===== config.mk =====
export PLATFORM = sky130hd
export DESIGN_NAME = fsk_quad_demod
export DESIGN_NICKNAME = d
export VERILOG_FILES = /design/src/rtl/fskq_pkg.sv /design/src/rtl/fskq_sync.sv /design/src/rtl/fskq_datapath.sv /design/src/rtl/fskq_control.sv /design/src/rtl/fsk_quad_demod.sv
export SDC_FILE = /design/constraint.sdc
export NUM_CORES = 1
export LEC_CHECK = 0
export BUFFER_PORTS_ARGS = -buffer_cell sky130_fd_sc_hd__buf_4
export CORE_UTILIZATION = 30
export CTS_CLUSTER_SIZE = 30
export DETAILED_ROUTE_END_ITERATION = 8
export GPL_TIMING_DRIVEN = 0
export MAX_ROUTING_LAYER = met4
export PLACE_DENSITY = 0.56
export RECOVER_POWER = 50
export SLEW_MARGIN = 25
export SYNTH_ARGS = -nofsm -noshare
export SYNTH_HDL_FRONTEND = slang
export SYNTH_SLANG_ARGS = --single-unit

===== constraint.sdc =====
create_clock -name clk -period 1.71 [get_ports clk]
set_input_delay 0 -clock clk [delete_from_list [all_inputs] [get_ports clk]]
set_output_delay 0 -clock clk [all_outputs]
set_load 0.02 [all_outputs]

===== src/rtl/fskq_pkg.sv =====
package fskq_pkg;

  // Edge and level information passed from the datapath to the control
  typedef struct packed {
    logic iEdge;
    logic qEdge;
    logic iLvl;
    logic qLvl;
  } edgeInfo_t;

  // Strobes passed from the control to the datapath
  typedef struct packed {
    logic load;     // load bitVal into the output register
    logic bitVal;   // decision value
    logic strobe;   // a decision was made this cycle
  } ctrlStrobes_t;

  localparam int CH_I = 0;
  localparam int CH_Q = 1;
  localparam int NUM_CH = 2;

endpackage


===== src/rtl/fskq_sync.sv =====
module fskq_sync #(
  parameter int STAGES = 2
) (
  input  logic clk,
  input  logic rst,
  input  logic d,
  output logic q
);
  logic [STAGES-1:0] chain;

  always_ff @(posedge clk) begin
    if (rst) chain <= '0;
    else     chain <= {chain[STAGES-2:0], d};
  end

  assign q = chain[STAGES-1];
endmodule


===== src/rtl/fskq_datapath.sv =====
module fskq_datapath
  import fskq_pkg::*;
#(
  parameter int SYNC_STAGES = 2
) (
  input  logic         clk,
  input  logic         rst,
  input  logic         iIn,
  input  logic         qIn,
  input  ctrlStrobes_t ctrl,
  output edgeInfo_t    edges,
  output logic         dataOut,
  output logic         dataStrobe
);
  logic [NUM_CH-1:0] rawIn;
  logic [NUM_CH-1:0] lvl;
  logic [NUM_CH-1:0] lvlPrev;
  logic [NUM_CH-1:0] chEdge;

  assign rawIn[CH_I] = iIn;
  assign rawIn[CH_Q] = qIn;

  for (genvar ch = 0; ch < NUM_CH; ch++) begin : g_chan
    fskq_sync #(.STAGES(SYNC_STAGES)) u_sync (
      .clk (clk),
      .rst (rst),
      .d   (rawIn[ch]),
      .q   (lvl[ch])
    );

    always_ff @(posedge clk) begin
      if (rst) lvlPrev[ch] <= 1'b0;
      else     lvlPrev[ch] <= lvl[ch];
    end

    assign chEdge[ch] = lvl[ch] ^ lvlPrev[ch];
  end

  always_comb begin
    edges.iEdge = chEdge[CH_I];
    edges.qEdge = chEdge[CH_Q];
    edges.iLvl  = lvl[CH_I];
    edges.qLvl  = lvl[CH_Q];
  end

  // Output register and strobe
  always_ff @(posedge clk) begin
    if (rst) begin
      dataOut    <= 1'b0;
      dataStrobe <= 1'b0;
    end else begin
      dataStrobe <= ctrl.strobe;
      if (ctrl.load) dataOut <= ctrl.bitVal;
    end
  end
endmodule


===== src/rtl/fskq_control.sv =====
module fskq_control
  import fskq_pkg::*;
#(
  parameter int AGREE_CNT = 3
) (
  input  logic         clk,
  input  logic         rst,
  input  logic         filtEn,
  input  edgeInfo_t    edges,
  output ctrlStrobes_t ctrl
);
  localparam int CNT_W = $clog2(AGREE_CNT + 1);
  localparam logic [CNT_W-1:0] CNT_MAX = CNT_W'(AGREE_CNT);
  localparam logic [CNT_W-1:0] CNT_ONE = CNT_W'(1);

  logic             valid;
  logic             decBit;
  logic             lastBit, lastNext;
  logic [CNT_W-1:0] runCnt, runNext;

  always_comb begin
    // exactly one channel moved: a decision is possible
    valid  = edges.iEdge ^ edges.qEdge;
    // I edge: 1 when levels match; Q edge: 1 when levels differ
    decBit = edges.qEdge ? (edges.iLvl ^ edges.qLvl)
                         : ~(edges.iLvl ^ edges.qLvl);
    runNext  = runCnt;
    lastNext = lastBit;
    if (valid) begin
      lastNext = decBit;
      if (decBit == lastBit && runCnt != '0) begin
        if (runCnt < CNT_MAX) runNext = runCnt + CNT_ONE;
      end else begin
        runNext = CNT_ONE;
      end
    end
    ctrl.strobe = valid;
    ctrl.bitVal = decBit;
    ctrl.load   = valid && (!filtEn || runNext >= CNT_MAX);
  end

  always_ff @(posedge clk) begin
    if (rst) begin
      runCnt  <= '0;
      lastBit <= 1'b0;
    end else begin
      runCnt  <= runNext;
      lastBit <= lastNext;
    end
  end
endmodule


===== src/rtl/fsk_quad_demod.sv =====
module fsk_quad_demod
  import fskq_pkg::*;
#(
  parameter int SYNC_STAGES = 2,
  parameter int AGREE_CNT   = 3
) (
  input  logic clk,
  input  logic rst,
  input  logic iIn,
  input  logic qIn,
  input  logic filtEn,
  output logic dataOut,
  output logic dataStrobe
);
  edgeInfo_t    edges;
  ctrlStrobes_t ctrl;

  fskq_datapath #(.SYNC_STAGES(SYNC_STAGES)) u_dp (
    .clk        (clk),
    .rst        (rst),
    .iIn        (iIn),
    .qIn        (qIn),
    .ctrl       (ctrl),
    .edges      (edges),
    .dataOut    (dataOut),
    .dataStrobe (dataStrobe)
  );

  fskq_control #(.AGREE_CNT(AGREE_CNT)) u_ctl (
    .clk    (clk),
    .rst    (rst),
    .filtEn (filtEn),
    .edges  (edges),
    .ctrl   (ctrl)
  );
endmodule


### Word-level counts from Yosys, hierarchy flattened

Cells that the tools add are included.

* $add $sub $neg: 1
* magnitude comparators: 2
* equality and inequality tests: 1
* muxes and demuxes: 4
* bitwise operators: 5
* reduce and logical (&&, ||, !) cells: 5

Operators by type and width (count)
* two-way mux 2 bit: 3
* XOR 1 bit: 4
* adder 2 x 1 -> 2 bit, second input constant: 1
* >= comparator 2 bit, second input constant: 1
* logical AND 1 bit: 2
* less-than comparator 2 bit, second input constant: 1
* nonzero test 2 bit: 1
* equality test 1 bit: 1
* logical NOT 1 bit: 1
* logical OR 1 bit: 1
* two-way mux 1 bit: 1
* NOT 1 bit: 1

* flip-flop bits (word level): 11
* bits of input ports: 5
* output and inout port bits: 2
* word-level logic and storage cells: 26

### Logic depth before layout (Yosys ltp)

* depth in word-level cells: 10
* depth in mapped cells: 4
* depth with buffers taken out: 4

### By module

From an unflattened synthesis, not the netlist that was laid out.

* cells, all modules: 37
* area, all modules: 426.7 µm²

Modules (own cells, without submodules)
* fskq_control: times used 1, cells an instance 18, area each 191.4 µm², seq. area each 60.1 µm²
* fskq_datapath: times used 1, cells an instance 11, area each 130.1 µm², seq. area each 80.1 µm²
* fskq_sync: times used 2, cells an instance 4, area each 52.6 µm², seq. area each 40.0 µm²

### Worst setup path before layout

Ideal clock, no wire load.

* path kind: reg2reg
* from: register u_dp.g_chan[0].u_sync.chain[1]
* to: register u_ctl.runCnt[1]
* setup time: 0.131 ns
* arrival: 1.054 ns
* required time: 1.579 ns
* setup slack: 0.525 ns
* cell stages (with the launch flop): 5
* buffers on the path: 0
* period minus slack after synthesis: 1.185 ns
* cells stage by stage: dfxtp_1 > xor2_2 > or2_4 > a221oi_2 > nor3_1

* word-level cells in the longest chain between the ends: 7
* elaborated cells on any way between the ends: 9
* those cells by class: 1 x eq/ne; 3 x mux; 4 x bitwise; 1 x reduce/logical

RTL lines
* start, declared: line fskq_sync.sv:9 `logic [STAGES-1:0] chain;`
* start signal, assigned: line fskq_sync.sv:13 `else chain <= {chain[STAGES-2:0], d};`
* XOR 1 bit: line fskq_control.sv:25, fskq_control.sv:26
* NOT 1 bit: line fskq_control.sv:26 `: ~(edges.iLvl ^ edges.qLvl);`
* two-way mux 1 bit: line fskq_control.sv:25 `decBit = edges.qEdge ? (edges.iLvl ^ edges.qLvl)`
* equality test 1 bit: line fskq_control.sv:31 `if (decBit == lastBit && runCnt != '0) begin`
* logical AND 1 bit: line fskq_control.sv:31
* two-way mux 2 bit: line fskq_control.sv:31
* two-way mux 2 bit (*): line fskq_control.sv:29 `if (valid) begin`
* end signal, assigned: line fskq_control.sv:47 `runCnt <= runNext;`
* end, declared: line fskq_control.sv:19 `logic [CNT_W-1:0] runCnt, runNext;`

Every way passes the cells marked *; elsewhere a longest branch is shown, timed or not.
A chain may end at the register's enable or synchronous reset.

### Worst setup path after layout

* from: register u_dp.lvlPrev[0]
* to: register u_ctl.runCnt[1]

* word-level cells in the longest chain between the ends: 3

RTL lines
* start, declared: line fskq_datapath.sv:17 `logic [NUM_CH-1:0] lvlPrev;`
* start signal, assigned by index: line fskq_datapath.sv:33 `else lvlPrev[ch] <= lvl[ch];`
* XOR 1 bit: line fskq_datapath.sv:36 `assign chEdge[ch] = lvl[ch] ^ lvlPrev[ch];`
* XOR 1 bit: line fskq_control.sv:23 `valid = edges.iEdge ^ edges.qEdge;`
* two-way mux 2 bit: line fskq_control.sv:29

Every way passes these cells.

==> results.sh <==
export IMPL_yosys_area_top_type="dfxtp_1"
export IMPL_tightest_slew_ns=0.4309
export IMPL_synthDominantCellAreaShare_pct=53.33
export IMPL_synth_area_um2=412.9
export IMPL_combPwrFrac_pct=12.0
export IMPL_skew_ns=0.002791
export IMPL_p_sw_w=0.0001274
export IMPL_switching_share_pct=24.45
export IMPL_synth_warnings=0
export IMPL_dr_pass1_iters=4
export IMPL_synth_edf_count=0
export IMPL_power_density_mw_per_mm2=991.4
export IMPL_avgSynthCellArea_um2=10.07
export IMPL_cts_sinks=11
export IMPL_critPathSlowestCell="dfxtp_1"
export IMPL_drtIter0Drc=7
export IMPL_yosysMostFrequentCell="dfxtp_1"
export IMPL_synth_compound_area_share_pct=17.88
export IMPL_irDropWorstVdd_mv=0.4110
export IMPL_ctsResizeCount=0
export IMPL_period_share_pct=74.68
export IMPL_synth_cell_types=21
export IMPL_slew_viol_final=0
export IMPL_setup_violations=0
export IMPL_place_congestion=0.7557
export IMPL_synth_yosys_seq_area_share_pct=53.33
export IMPL_path_delay_family="flip-flops"
export IMPL_period_minus_slack_ns=1.277
export IMPL_place_ws_ns=0.4410
export IMPL_worstSetupEndpointType="flop"
export IMPL_num_rows=13
export IMPL_synth_xor_area_share_pct=6.061
export IMPL_start_kind="flop"
export IMPL_portBuffers=6
export IMPL_grt_pass1_wl_um=1076
export IMPL_drc=0
export IMPL_detail_route_antenna_nets=0
export IMPL_yosys_area_share_simple_pct=20.00
export IMPL_synth_seq_cells=11
export IMPL_clkLatencyLatePin_ns=0.27
export IMPL_syn2layout_area_growth_pct=27.27
export IMPL_synthArstFlopShare_pct=0
export IMPL_run_status="finished clean"
export IMPL_path_class="reg -> reg"
export IMPL_holdCritPathClass="in -> reg"
export IMPL_maxCapViolCount=0
export IMPL_setup_ws_ns=0.4329
export IMPL_post_cts_setup_buffers=0
export IMPL_via_per_inst=4.652
export IMPL_cpPeakStageDelay_ns=0.31
export IMPL_cts_root_buffer_cell="clkbuf_4"
export IMPL_grt_pass1_vias=274
export IMPL_hold_viol_final=0
export IMPL_syn_num_nets=46
export IMPL_cts_tree="yes"
export IMPL_antenna_found_initial=0
export IMPL_die_area_mm2=0.001529
export IMPL_clkPwrFrac_pct=33.9
export IMPL_detailed_place_hpwl_um=431.1
export IMPL_max_slew_margin_pct=71.27
export IMPL_grt_max_degree=11
export IMPL_wl_per_cell_um=9.493
export IMPL_layout_nets=60
export IMPL_fmax_ghz=0.7830
export IMPL_synth_main_ff_cell="dfxtp_1"
export IMPL_chipWidth_um=39.10
export IMPL_ys_top_cells_by_area="dfxtp_1, nor2b_1, xor2_2, a21oi_1, a221oi_2"
export IMPL_hold_slack_ns=0.04526
export IMPL_synth_area_mux_share_pct=0
export IMPL_p_int_w=0.0003936
export IMPL_cts_made_buffers=3
export IMPL_required_ns=1.85
export IMPL_synthAdderAreaFrac_pct=0
export IMPL_synth_top_family_by_area="simple AND/OR/NAND/NOR gates"
export IMPL_cts_path_max_buffers=2
export IMPL_start_util_pct=32.13
export IMPL_io_pins=7
export IMPL_worstPathArrival_ns=1.42
export IMPL_worstPathMaxFanout=5
export IMPL_diodes=0
export IMPL_grt_overflow_total=0
export IMPL_coreArea_mm2=0.001285
export IMPL_die_y_um=39.10
export IMPL_vias=321
export IMPL_leakagePower_nw=0.1972
export IMPL_cts_hold_buf=3
export IMPL_worst_path_buf_inv=0
export IMPL_clkTransAtPathRegs_ns=0.07
export IMPL_synthCells=41
export IMPL_pwr_share_seq_pct=54.1
export IMPL_htreeDepth=1
export IMPL_crit_chain="xnor2_1, nand2_1, a221oi_1, nor3_1"
export IMPL_tns_ns=0
export IMPL_layout_drive_gt1_share_pct=20.37
export IMPL_synthTopCellsByCount="dfxtp_1, nor2b_1, a21oi_1, nand2_1, nor3_1"
export IMPL_rsz0062_at_grt="no"
export IMPL_grt_usage_pct=11.79
export IMPL_drt_total_wl_um=655
==> power groups by stage <==
| stage | registers (W) | logic, W | clock network [W] |
|---|---|---|---|
| final | 0.000282 | 0.0000626 | 0.000177 |
| after global routing | 0.000284 | 0.0000684 | 0.000192 |
| after CTS | 0.000282 | 0.0000653 | 0.000180 |
| after detailed placement | 0.000287 | 0.0000599 | 0 |
| after global placement | 0.000288 | 0.0000594 | 0 |
| after floorplan | 0.000289 | 0.0000391 | 0 |
==> worst reg2reg max path, cell delays in order (launching register included) <==
cell,delay (ns)
dfxtp_1,0.31
xnor2_1,0.30
nand2_1,0.18
a221oi_1,0.27
nor3_1,0.08
==> registers in the layout (all words and copies together), names as in the netlist <==
register / flops
u_dp.g_chan.u_sync.chain: 4
u_ctl.runCnt: 2
u_dp.lvlPrev: 2
u_ctl.lastBit: 1
u_dp.dataOut: 1
u_dp.dataStrobe: 1
==> per-stage QoR <==
stage	cell area, um2	std cells	utilization [%]	total power, W
after floorplan	412.9	41	-	0.0003284
after global placement	476.7	62	37.10	0.0003470
after detailed placement	476.7	62	37.10	0.0003471
after CTS	533.0	69	41.48	0.0005270
after global routing	525.5	69	40.90	0.0005437
final	525.5	69	40.90	0.0005210
==> placed cells by master (no fill, tap or decap), drive strengths merged <==
| master | count |
|---|---|
| xnor2 | 1 |
| nor3 | 2 |
| inv | 1 |
| o21ai | 3 |
| xor2 | 1 |
| a21oi | 3 |
| dfxtp | 11 |
| nor2b | 6 |
| a311oi | 1 |
| a21boi | 1 |
| clkbuf | 8 |
| and2 | 1 |
| nand3 | 1 |
| buf | 3 |
| nor2 | 1 |
| nand2 | 3 |
| or2 | 1 |
| dlygate4sd3 | 3 |
| a221oi | 2 |
| clkinv | 1 |
==> kinds of logic (layout without fill, tap and decap cells) <==
family	after synthesis	count (layout)
AOI/OAI and AO/OA	10	10
xor gates and xnor gates	2	2
buffers and inverters	3	16
DFF	11	11
and+or+nand+nor	15	15
==> path summary, 6_finish.rpt <==
path,depth (start not counted),from,slack [ns],end
setup / recovery,4,u_dp.lvlPrev[0],0.43,u_ctl.runCnt[1]
hold / removal,4,filtEn,0.05,u_dp.dataOut
setup reg to reg,4,u_dp.lvlPrev[0],0.43,u_ctl.runCnt[1]
hold reg to reg,1,u_dp.g_chan[1].u_sync.chain[0],0.44,u_dp.g_chan[1].u_sync.chain[1]
==> routing by layer <==
layer	share of wire (%)	track usage (%)	wire length [um]	up-vias
li1	-	-	-	169
met1	50	12.28	325	138
met5	0	-	0	-
met3	5.6	5.202	37	4
met2	40	16.67	261	10
met4	4.6	10.34	30	0
==> final cells by class <==
type / instances / area [um2]
fillers: 140 / 759.5
flip-flops and latches: 11 / 220.2
multi-input cells: 27 / 181.4
repair buffers: 9 / 67.56
clock buffers: 4 / 26.28
well taps: 15 / 18.77
inverters: 2 / 7.507
plain buffers: 1 / 3.754
Note: power is estimated with default switching activity, not from simulation.
